<file path="src/rtl/nand_ecc_pkg.sv">
package nand_ecc_pkg;
  typedef enum logic [1:0] {
    ST_CLEAN   = 2'd0,
    ST_DATA    = 2'd1,
    ST_ECCWORD = 2'd2,
    ST_UNCORR  = 2'd3
  } ecc_status_t;
endpackage

</file>
<file path="src/rtl/ecc_active_mask.sv">
module ecc_active_mask #(
  parameter int ECC_W      = 32,
  parameter int COL_PAIRS  = 3,
  parameter int LINE_MIN   = 9,
  parameter int LINE_MAX   = 12,
  parameter int SEL_W      = 2
) (
  input  logic [SEL_W-1:0] page_sel,
  output logic [ECC_W-1:0] mask
);
  localparam int COL_BITS  = 2 * COL_PAIRS;
  localparam int USED_BITS = COL_BITS + 2 * LINE_MAX;

  // Column pairs are always active.
  for (genvar c = 0; c < COL_BITS; c++) begin : g_col
    assign mask[c] = 1'b1;
  end

  // Line pair k is active when k is below the count for this page size.
  for (genvar k = 0; k < LINE_MAX; k++) begin : g_line
    logic act;
    assign act = (k < (LINE_MIN + int'(page_sel)));
    assign mask[COL_BITS + 2*k]     = act;
    assign mask[COL_BITS + 2*k + 1] = act;
  end

  // Bits above the highest line pair are spare.
  if (USED_BITS < ECC_W) begin : g_spare
    assign mask[ECC_W-1:USED_BITS] = '0;
  end
endmodule

</file>
<file path="src/rtl/ecc_syndrome_classify.sv">
module ecc_syndrome_classify #(
  parameter int ECC_W     = 32,
  parameter int COL_PAIRS = 3,
  parameter int LINE_MAX  = 12
) (
  input  logic [ECC_W-1:0] ecc_stored,
  input  logic [ECC_W-1:0] ecc_calc,
  input  logic [ECC_W-1:0] mask,
  output logic [ECC_W-1:0] syn,
  output logic             syn_zero,
  output logic             pairs_split,
  output logic             one_hot
);
  localparam int NPAIRS = COL_PAIRS + LINE_MAX;
  localparam int CNT_W  = $clog2(ECC_W + 1);

  logic [NPAIRS-1:0] pair_ok;
  logic [CNT_W-1:0]  ones;

  assign syn = (ecc_stored ^ ecc_calc) & mask;

  // An inactive pair places no constraint. An active pair must have
  // exactly one member set.
  for (genvar p = 0; p < NPAIRS; p++) begin : g_pair
    assign pair_ok[p] = ~mask[2*p] | (syn[2*p] ^ syn[2*p+1]);
  end

  always_comb begin
    ones = '0;
    for (int i = 0; i < ECC_W; i++) begin
      ones = ones + CNT_W'(syn[i]);
    end
  end

  assign syn_zero    = (syn == '0);
  assign pairs_split = &pair_ok;
  assign one_hot     = (ones == CNT_W'(1));
endmodule

</file>
<file path="src/rtl/ecc_locate.sv">
module ecc_locate #(
  parameter int ECC_W     = 32,
  parameter int COL_PAIRS = 3,
  parameter int LINE_MAX  = 12
) (
  input  logic [ECC_W-1:0]     syn,
  output logic [LINE_MAX-1:0]  byte_addr,
  output logic [COL_PAIRS-1:0] bit_idx
);
  localparam int COL_BITS = 2 * COL_PAIRS;

  // The true member of each pair supplies one location bit. Inactive
  // pairs are already masked to zero.
  for (genvar c = 0; c < COL_PAIRS; c++) begin : g_bit
    assign bit_idx[c] = syn[2*c];
  end
  for (genvar k = 0; k < LINE_MAX; k++) begin : g_addr
    assign byte_addr[k] = syn[COL_BITS + 2*k];
  end
endmodule

</file>
<file path="src/rtl/nand_ecc_corrector.sv">
module nand_ecc_corrector
  import nand_ecc_pkg::*;
#(
  parameter int ECC_W     = 32,
  parameter int COL_PAIRS = 3,
  parameter int LINE_MIN  = 9,
  parameter int LINE_MAX  = 12,
  parameter int SEL_W     = 2
) (
  input  logic                 clk,
  input  logic                 rst,
  input  logic                 start,
  input  logic [SEL_W-1:0]     page_sel,
  input  logic [ECC_W-1:0]     ecc_stored,
  input  logic [ECC_W-1:0]     ecc_calc,
  output logic                 res_valid,
  output logic [1:0]           res_status,
  output logic [LINE_MAX-1:0]  err_byte,
  output logic [COL_PAIRS-1:0] err_bit
);
  logic [ECC_W-1:0]     mask;
  logic [ECC_W-1:0]     syn;
  logic                 syn_zero, pairs_split, one_hot;
  logic [LINE_MAX-1:0]  loc_byte;
  logic [COL_PAIRS-1:0] loc_bit;
  ecc_status_t          st_next;

  ecc_active_mask #(
    .ECC_W(ECC_W), .COL_PAIRS(COL_PAIRS), .LINE_MIN(LINE_MIN),
    .LINE_MAX(LINE_MAX), .SEL_W(SEL_W)
  ) u_mask (
    .page_sel (page_sel),
    .mask     (mask)
  );

  ecc_syndrome_classify #(
    .ECC_W(ECC_W), .COL_PAIRS(COL_PAIRS), .LINE_MAX(LINE_MAX)
  ) u_class (
    .ecc_stored  (ecc_stored),
    .ecc_calc    (ecc_calc),
    .mask        (mask),
    .syn         (syn),
    .syn_zero    (syn_zero),
    .pairs_split (pairs_split),
    .one_hot     (one_hot)
  );

  ecc_locate #(
    .ECC_W(ECC_W), .COL_PAIRS(COL_PAIRS), .LINE_MAX(LINE_MAX)
  ) u_loc (
    .syn       (syn),
    .byte_addr (loc_byte),
    .bit_idx   (loc_bit)
  );

  always_comb begin
    if (syn_zero)         st_next = ST_CLEAN;
    else if (pairs_split) st_next = ST_DATA;
    else if (one_hot)     st_next = ST_ECCWORD;
    else                  st_next = ST_UNCORR;
  end

  always_ff @(posedge clk) begin
    if (rst) begin
      res_valid  <= 1'b0;
      res_status <= ST_CLEAN;
      err_byte   <= '0;
      err_bit    <= '0;
    end else begin
      res_valid <= start;
      if (start) begin
        res_status <= st_next;
        if (st_next == ST_DATA) begin
          err_byte <= loc_byte;
          err_bit  <= loc_bit;
        end else begin
          err_byte <= '0;
          err_bit  <= '0;
        end
      end
    end
  end

  AST_VALID_AFTER_START: assert property (@(posedge clk) disable iff (rst)
    start |=> res_valid);
  AST_NO_SPURIOUS_VALID: assert property (@(posedge clk) disable iff (rst)
    !start |=> !res_valid);
  AST_CLEAN_ON_ZERO: assert property (@(posedge clk) disable iff (rst)
    (start && ((ecc_stored ^ ecc_calc) & mask) == '0) |=> res_status == ST_CLEAN);
  AST_LOC_ZERO_IF_NOT_DATA: assert property (@(posedge clk) disable iff (rst)
    (res_valid && res_status != ST_DATA) |-> (err_byte == '0 && err_bit == '0));
  AST_ADDR_IN_PAGE: assert property (@(posedge clk) disable iff (rst)
    start |=> ((err_byte >> (LINE_MIN + int'($past(page_sel)))) == '0));
  AST_SINGLE_FLIP_ECCWORD: assert property (@(posedge clk) disable iff (rst)
    (start && $countones((ecc_stored ^ ecc_calc) & mask) == 1) |=> res_status == ST_ECCWORD);
endmodule

</file>
<file path="config.mk">
export PLATFORM = sky130hd
export DESIGN_NAME = nand_ecc_corrector
export DESIGN_NICKNAME = d
export VERILOG_FILES = /design/src/rtl/nand_ecc_pkg.sv /design/src/rtl/ecc_active_mask.sv /design/src/rtl/ecc_syndrome_classify.sv /design/src/rtl/ecc_locate.sv /design/src/rtl/nand_ecc_corrector.sv
export SDC_FILE = /design/constraint.sdc
export NUM_CORES = 1
export LEC_CHECK = 0
export BUFFER_PORTS_ARGS = -buffer_cell sky130_fd_sc_hd__buf_2
export CORE_MARGIN = 2
export CORE_UTILIZATION = 45
export CTS_CLUSTER_SIZE = 40
export DETAILED_ROUTE_END_ITERATION = 8
export PLACE_DENSITY = 0.72
export SYNTH_ARGS = -nofsm -noshare
export SYNTH_HDL_FRONTEND = slang
export SYNTH_HIERARCHICAL = 1
export SYNTH_SLANG_ARGS = --single-unit
</file>
<file path="constraint.sdc">
create_clock -name clk -period 5.73 [get_ports clk]
set_input_delay 0.573 -clock clk [delete_from_list [all_inputs] [get_ports clk]]
set_output_delay 0.573 -clock clk [all_outputs]
set_load 0.005 [all_outputs]
</file>
* Yosys cells after proc, flatten, opt, wreduce, memory -nomap -nowiden
Cells that the tools add are included.
Widths: inputs -> output; s select.
** Storage, ports and cells
- Register bits after elaboration :: 18
- Output and inout port bits :: 18
- Word-level logic and storage cells :: 98
- Input port bits :: 69
** Cells by class
- Bitwise logic cells :: 41
- Reduce and logical (&&, ||, !) cells :: 2
- Add/sub/neg operators :: 32
- Order comparisons :: 12
- Multiplexer cells :: 5
- Eq/ne operators :: 2
** Operators by type and width (number)
- $add 6x1->6 :: 30
- $lt 4x32->1 const A :: 4
- $lt 5x32->1 const A :: 4
- $lt 3x32->1 const A :: 2
- $and 32x30->32 :: 1
- $logic_not 32->1 :: 1
- $lt 2x32->1 const A :: 1
- $xor 32x32->32 :: 1
- $reduce_and 15->1 :: 1
- $xor 1x1->1 :: 15
- $mux 12 :: 1
- $not 1->1 :: 12
- $or 1x1->1 :: 12
- $eq 6x1->1 const B :: 1
- $add 4x2->5 const A :: 1
- $lt 1x5->1 const A :: 1
- $mux 2 :: 2
- $mux 3 :: 1
- $add 1x1->2 :: 1
- $eq 2x1->1 const B :: 1
- $mux 1 :: 1

* Depth between registers and ports, before layout
- Depth after elaboration :: 40
- Gate-level depth with buffers :: 22
- Depth with buffers taken out :: 21

* By module
Netlist, hierarchy kept.
** By module, submodules not included
- ecc_syndrome_classify :: area each 1577.8 sq um, cells an instance 201, instances 1
- nand_ecc_corrector :: area each 708.2 sq um, cells an instance 78, instances 1
- ecc_active_mask :: area each 265.3 sq um, cells an instance 37, instances 1
- ecc_locate :: area each 112.6 sq um, cells an instance 15, instances 1

* Worst setup path before layout
No wires, ideal clock.
- Path type :: input -> register
- Start point :: input page_sel[0]
- End point :: register res_status[0]
- Required time :: 5.610 ns
- Cell stages on the path :: 21
- Arrival :: 5.195 ns
- Slack :: 0.416 ns
- Path through :: or2_1 -> buf_4 -> nand2_1 -> inv_1 -> fa_1 -> inv_1 -> fa_1 -> fa_1 -> inv_1 -> fa_1 -> fa_1 -> inv_1 -> fa_1 -> inv_1 -> ha_1 -> fa_1 -> nor4b_1 -> and3_1 -> nand2b_1 -> nand3b_1 -> a21oi_1
** On the way
- Elaborated cells between the ends (all ways) :: 82
- Those cells by class :: add/sub (27); order compare (12); eq/ne (1); mux (3); bitwise (37); reduce/logical (2)
** RTL lines
- start, declared :: line nand_ecc_corrector.sv:13 : input logic [SEL_W-1:0] page_sel,
- $add 4x2->5 :: line ecc_active_mask.sv:22 : assign act = (k < (LINE_MIN + int'(page_sel)));
- $lt 5x32->1 :: line ecc_active_mask.sv:22
- net mask[25] :: line nand_ecc_corrector.sv:21 : logic [ECC_W-1:0] mask;
- $and 32x30->32 :: line ecc_syndrome_classify.sv:20 : assign syn = (ecc_stored ^ ecc_calc) & mask;
- net syn[25] :: line nand_ecc_corrector.sv:22 : logic [ECC_W-1:0] syn;
- $add 6x1->6 (7 in a row) :: line ecc_syndrome_classify.sv:31 : ones = ones + CNT_W'(syn[i]);
- $eq 6x1->1 :: line ecc_syndrome_classify.sv:37 : assign one_hot = (ones == CNT_W'(1));
- net one_hot :: line nand_ecc_corrector.sv:23 : logic syn_zero, pairs_split, one_hot;
- $mux 1 :: line nand_ecc_corrector.sv:59 : else if (one_hot) st_next = ST_ECCWORD;
- $mux 2 :: line nand_ecc_corrector.sv:58 : else if (pairs_split) st_next = ST_DATA;
- $mux 2 :: line nand_ecc_corrector.sv:57 : if (syn_zero) st_next = ST_CLEAN;
- end signal, assigned :: line nand_ecc_corrector.sv:72 : res_status <= st_next;
- end, declared :: line nand_ecc_corrector.sv:17 : output logic [1:0] res_status,
The timed path passes the listed nets, and every way through them passes these cells.
A chain may end at the register's enable or synchronous reset.

* Worst setup path in the final report
- Start point :: input page_sel[1]
- End point :: register res_status[0]
The elaborated chain is that of the path after synthesis.

==> impl_metrics.env <==
export IMPL_final_common_cell="buf_2"
export IMPL_endpoint_kind="register"
export IMPL_post_cts_repair_setup_buffers=0
export IMPL_path_clk_slew_ns=0.06
export IMPL_numPortBuffers=86
export IMPL_die_height_um=80.67
export IMPL_path_buf_inv=6
export IMPL_fin_util_pct=51.76
export IMPL_power_leakage_uw=0.001698
export IMPL_tritoncts="done"
export IMPL_hold_buffers=0
export IMPL_postSynthCellCount=326
export IMPL_cts_path_max_buffers=2
export IMPL_critical_path_required_ns=5.86
export IMPL_dp_final_hpwl_um=4499
export IMPL_syn_area_um2=2645
export IMPL_finalCriticalPeriod_ns=5.302
export IMPL_syn_to_final_growth_pct=9.744
export IMPL_grt_util_all_layers_pct=17.14
export IMPL_fillers=588
export IMPL_drt_initial_drc_count=56
export IMPL_drc=0
export IMPL_cts_buffers_inserted=3
export IMPL_first_global_vias=2067
export IMPL_slew_violations=0
export IMPL_relSlewSlack_pct=65.06
export IMPL_power_density_nw_per_um2=292.1
export IMPL_timing_hold_ws_ns=0.4695
export IMPL_final_cell_mix="buf_2 (86), inv_1 (63), xor2_1 (32), nand2_1 (28), conb_1 (26)"
export IMPL_crit_path_start_kind="input pin"
export IMPL_hold_path_endpoint="err_byte[6]"
export IMPL_vias=2005
export IMPL_die_area_um2=6507
export IMPL_worstMarginPinSlew_ns=0.5201
export IMPL_drtPass1Iterations=4
export IMPL_cts_htree_levels=1
export IMPL_antenna_found_initial=0
export IMPL_antenna_cells=0
export IMPL_cp_max_fo=5
export IMPL_drv_cap=0
export IMPL_cts_sinks=18
export IMPL_r2r_cells=2
export IMPL_reg2reg_slack_ns=5.12
export IMPL_grt_start_max_net_pins=35
export IMPL_outcome="finished, final reports clean"
export IMPL_crit_family="adder cells"
export IMPL_std_cell_rows=27
export IMPL_reg2reg_to="err_byte[5]"
export IMPL_hold_viol=0
export IMPL_die_x_um=80.67
export IMPL_start_util_pct=47.17
export IMPL_critPathArrivalTime_ns=5.43
export IMPL_fmax_mhz=188.6
export IMPL_ant_nets=0
export IMPL_r2r_start="err_byte[5]"
export IMPL_startpoint="page_sel[1]"
export IMPL_root_buffer="clkbuf_8"
export IMPL_wl_per_cell_um=10.92
export IMPL_vias_per_cell=4.387
export IMPL_syn_avg_cell_area_um2=8.114
export IMPL_critical_path_max_stage_delay_ns=0.51
export IMPL_gp_congestion=0.8827
export IMPL_coreArea_um2=5608
export IMPL_critPathSlowestCell="fa_1"
export IMPL_drt_total_wl_um=4991
export IMPL_hold_start="err_byte[6]"
export IMPL_clkLatencyLatePin_ns=0.25
export IMPL_drive_gt1_share_pct=24.94
export IMPL_post_cts_resized=0
export IMPL_num_io_pins=87
export IMPL_synth_warnings=6
export IMPL_skew_ns=0
export IMPL_worstSetupPathType="in2reg"
export IMPL_max_vdd_ir_drop_mv=0.1939
export IMPL_tns_ns=0
export IMPL_gr_total_overflow=0
export IMPL_whs_path_depth=2
export IMPL_rsz0062_at_grt="no"
export IMPL_nNetsFinal=502
export IMPL_min_period_over_period_pct=92.53
export IMPL_finalSetupViolations=0
export IMPL_grt_pass1_wl_um=8694
export IMPL_p_total_uw=848.0
export IMPL_path_common_cell="fa_1"
export IMPL_path_cells="buf_2 > or2_1 > nand2_1 > inv_1 > fa_1 > inv_1 > fa_1 > fa_1 > inv_1 > fa_1 > fa_1 > inv_1 > fa_1 > inv_1 > ha_1 > fa_1 > nor4b_1 > and3_1 > nand2b_1 > nand3b_1 > a21oi_1"
export IMPL_hp_class="reg2reg"
==> worst max-delay path by stage <==
stage | slack (ns) | end | cells after the start
2_1_floorplan | 0.42 | res_status[0] | 21
3_3_place_gp | 0.28 | res_status[0] | 20
3_5_place_dp | 0.11 | res_status[0] | 20
4_1_cts | 0.37 | res_status[0] | 20
5_1_grt | 0.13 | res_status[0] | 20
6_report | 0.43 | res_status[0] | 21
==> area by class of cell <==
type	instances	area (um^2)	share of cell area, %
tap	72	90.09	3.103
multi-input combinational	214	1740	59.96
sequential	18	360.3	12.41
clock buffer	3	41.29	1.422
timing repair buffer	86	430.4	14.83
inverter	64	240.2	8.276
==> where the power goes <==
| part | internal, uW | leakage, uW | switching [uW] |
|---|---|---|---|
| Clock | 46.7 | 0.0000216 | 37.9 |
| Sequential | 129 | 0.000146 | 1.97 |
| Combinational | 284 | 0.00153 | 348 |
| Total | 460 | 0.00170 | 388 |
==> sequential cells by signal, summed over array words and instances (netlist names) <==
name	cells
err_byte	12
err_bit	3
res_status	2
res_valid	1
==> metal layers <==
metal	global-route usage (%)	vias to the layer above	part of all wire, %
li1	-	1044	-
met1	21.61	880	44
met2	30.75	72	49
met3	1.348	9	5.4
met4	5.593	0	1.7
met5	0	-	0
==> worst reg2reg max path: stages, from the launching register on <==
cell and delay (ns):
dfxtp_1 0.33, nand2b_1 0.06, a21oi_1 0.15
==> metrics by stage <==
stage                     worst slack [ns]  instance area, um^2  std cells
after floorplan                     0.4156                 2735        350
after global placement              0.2829                 2861        454
after detailed placement            0.1097                 2861        454
after CTS                           0.3734                 2903        457
after global routing                0.1264                 2903        457
final                               0.4278                 2903        457
Note: power is estimated with default switching activity, not from simulation.
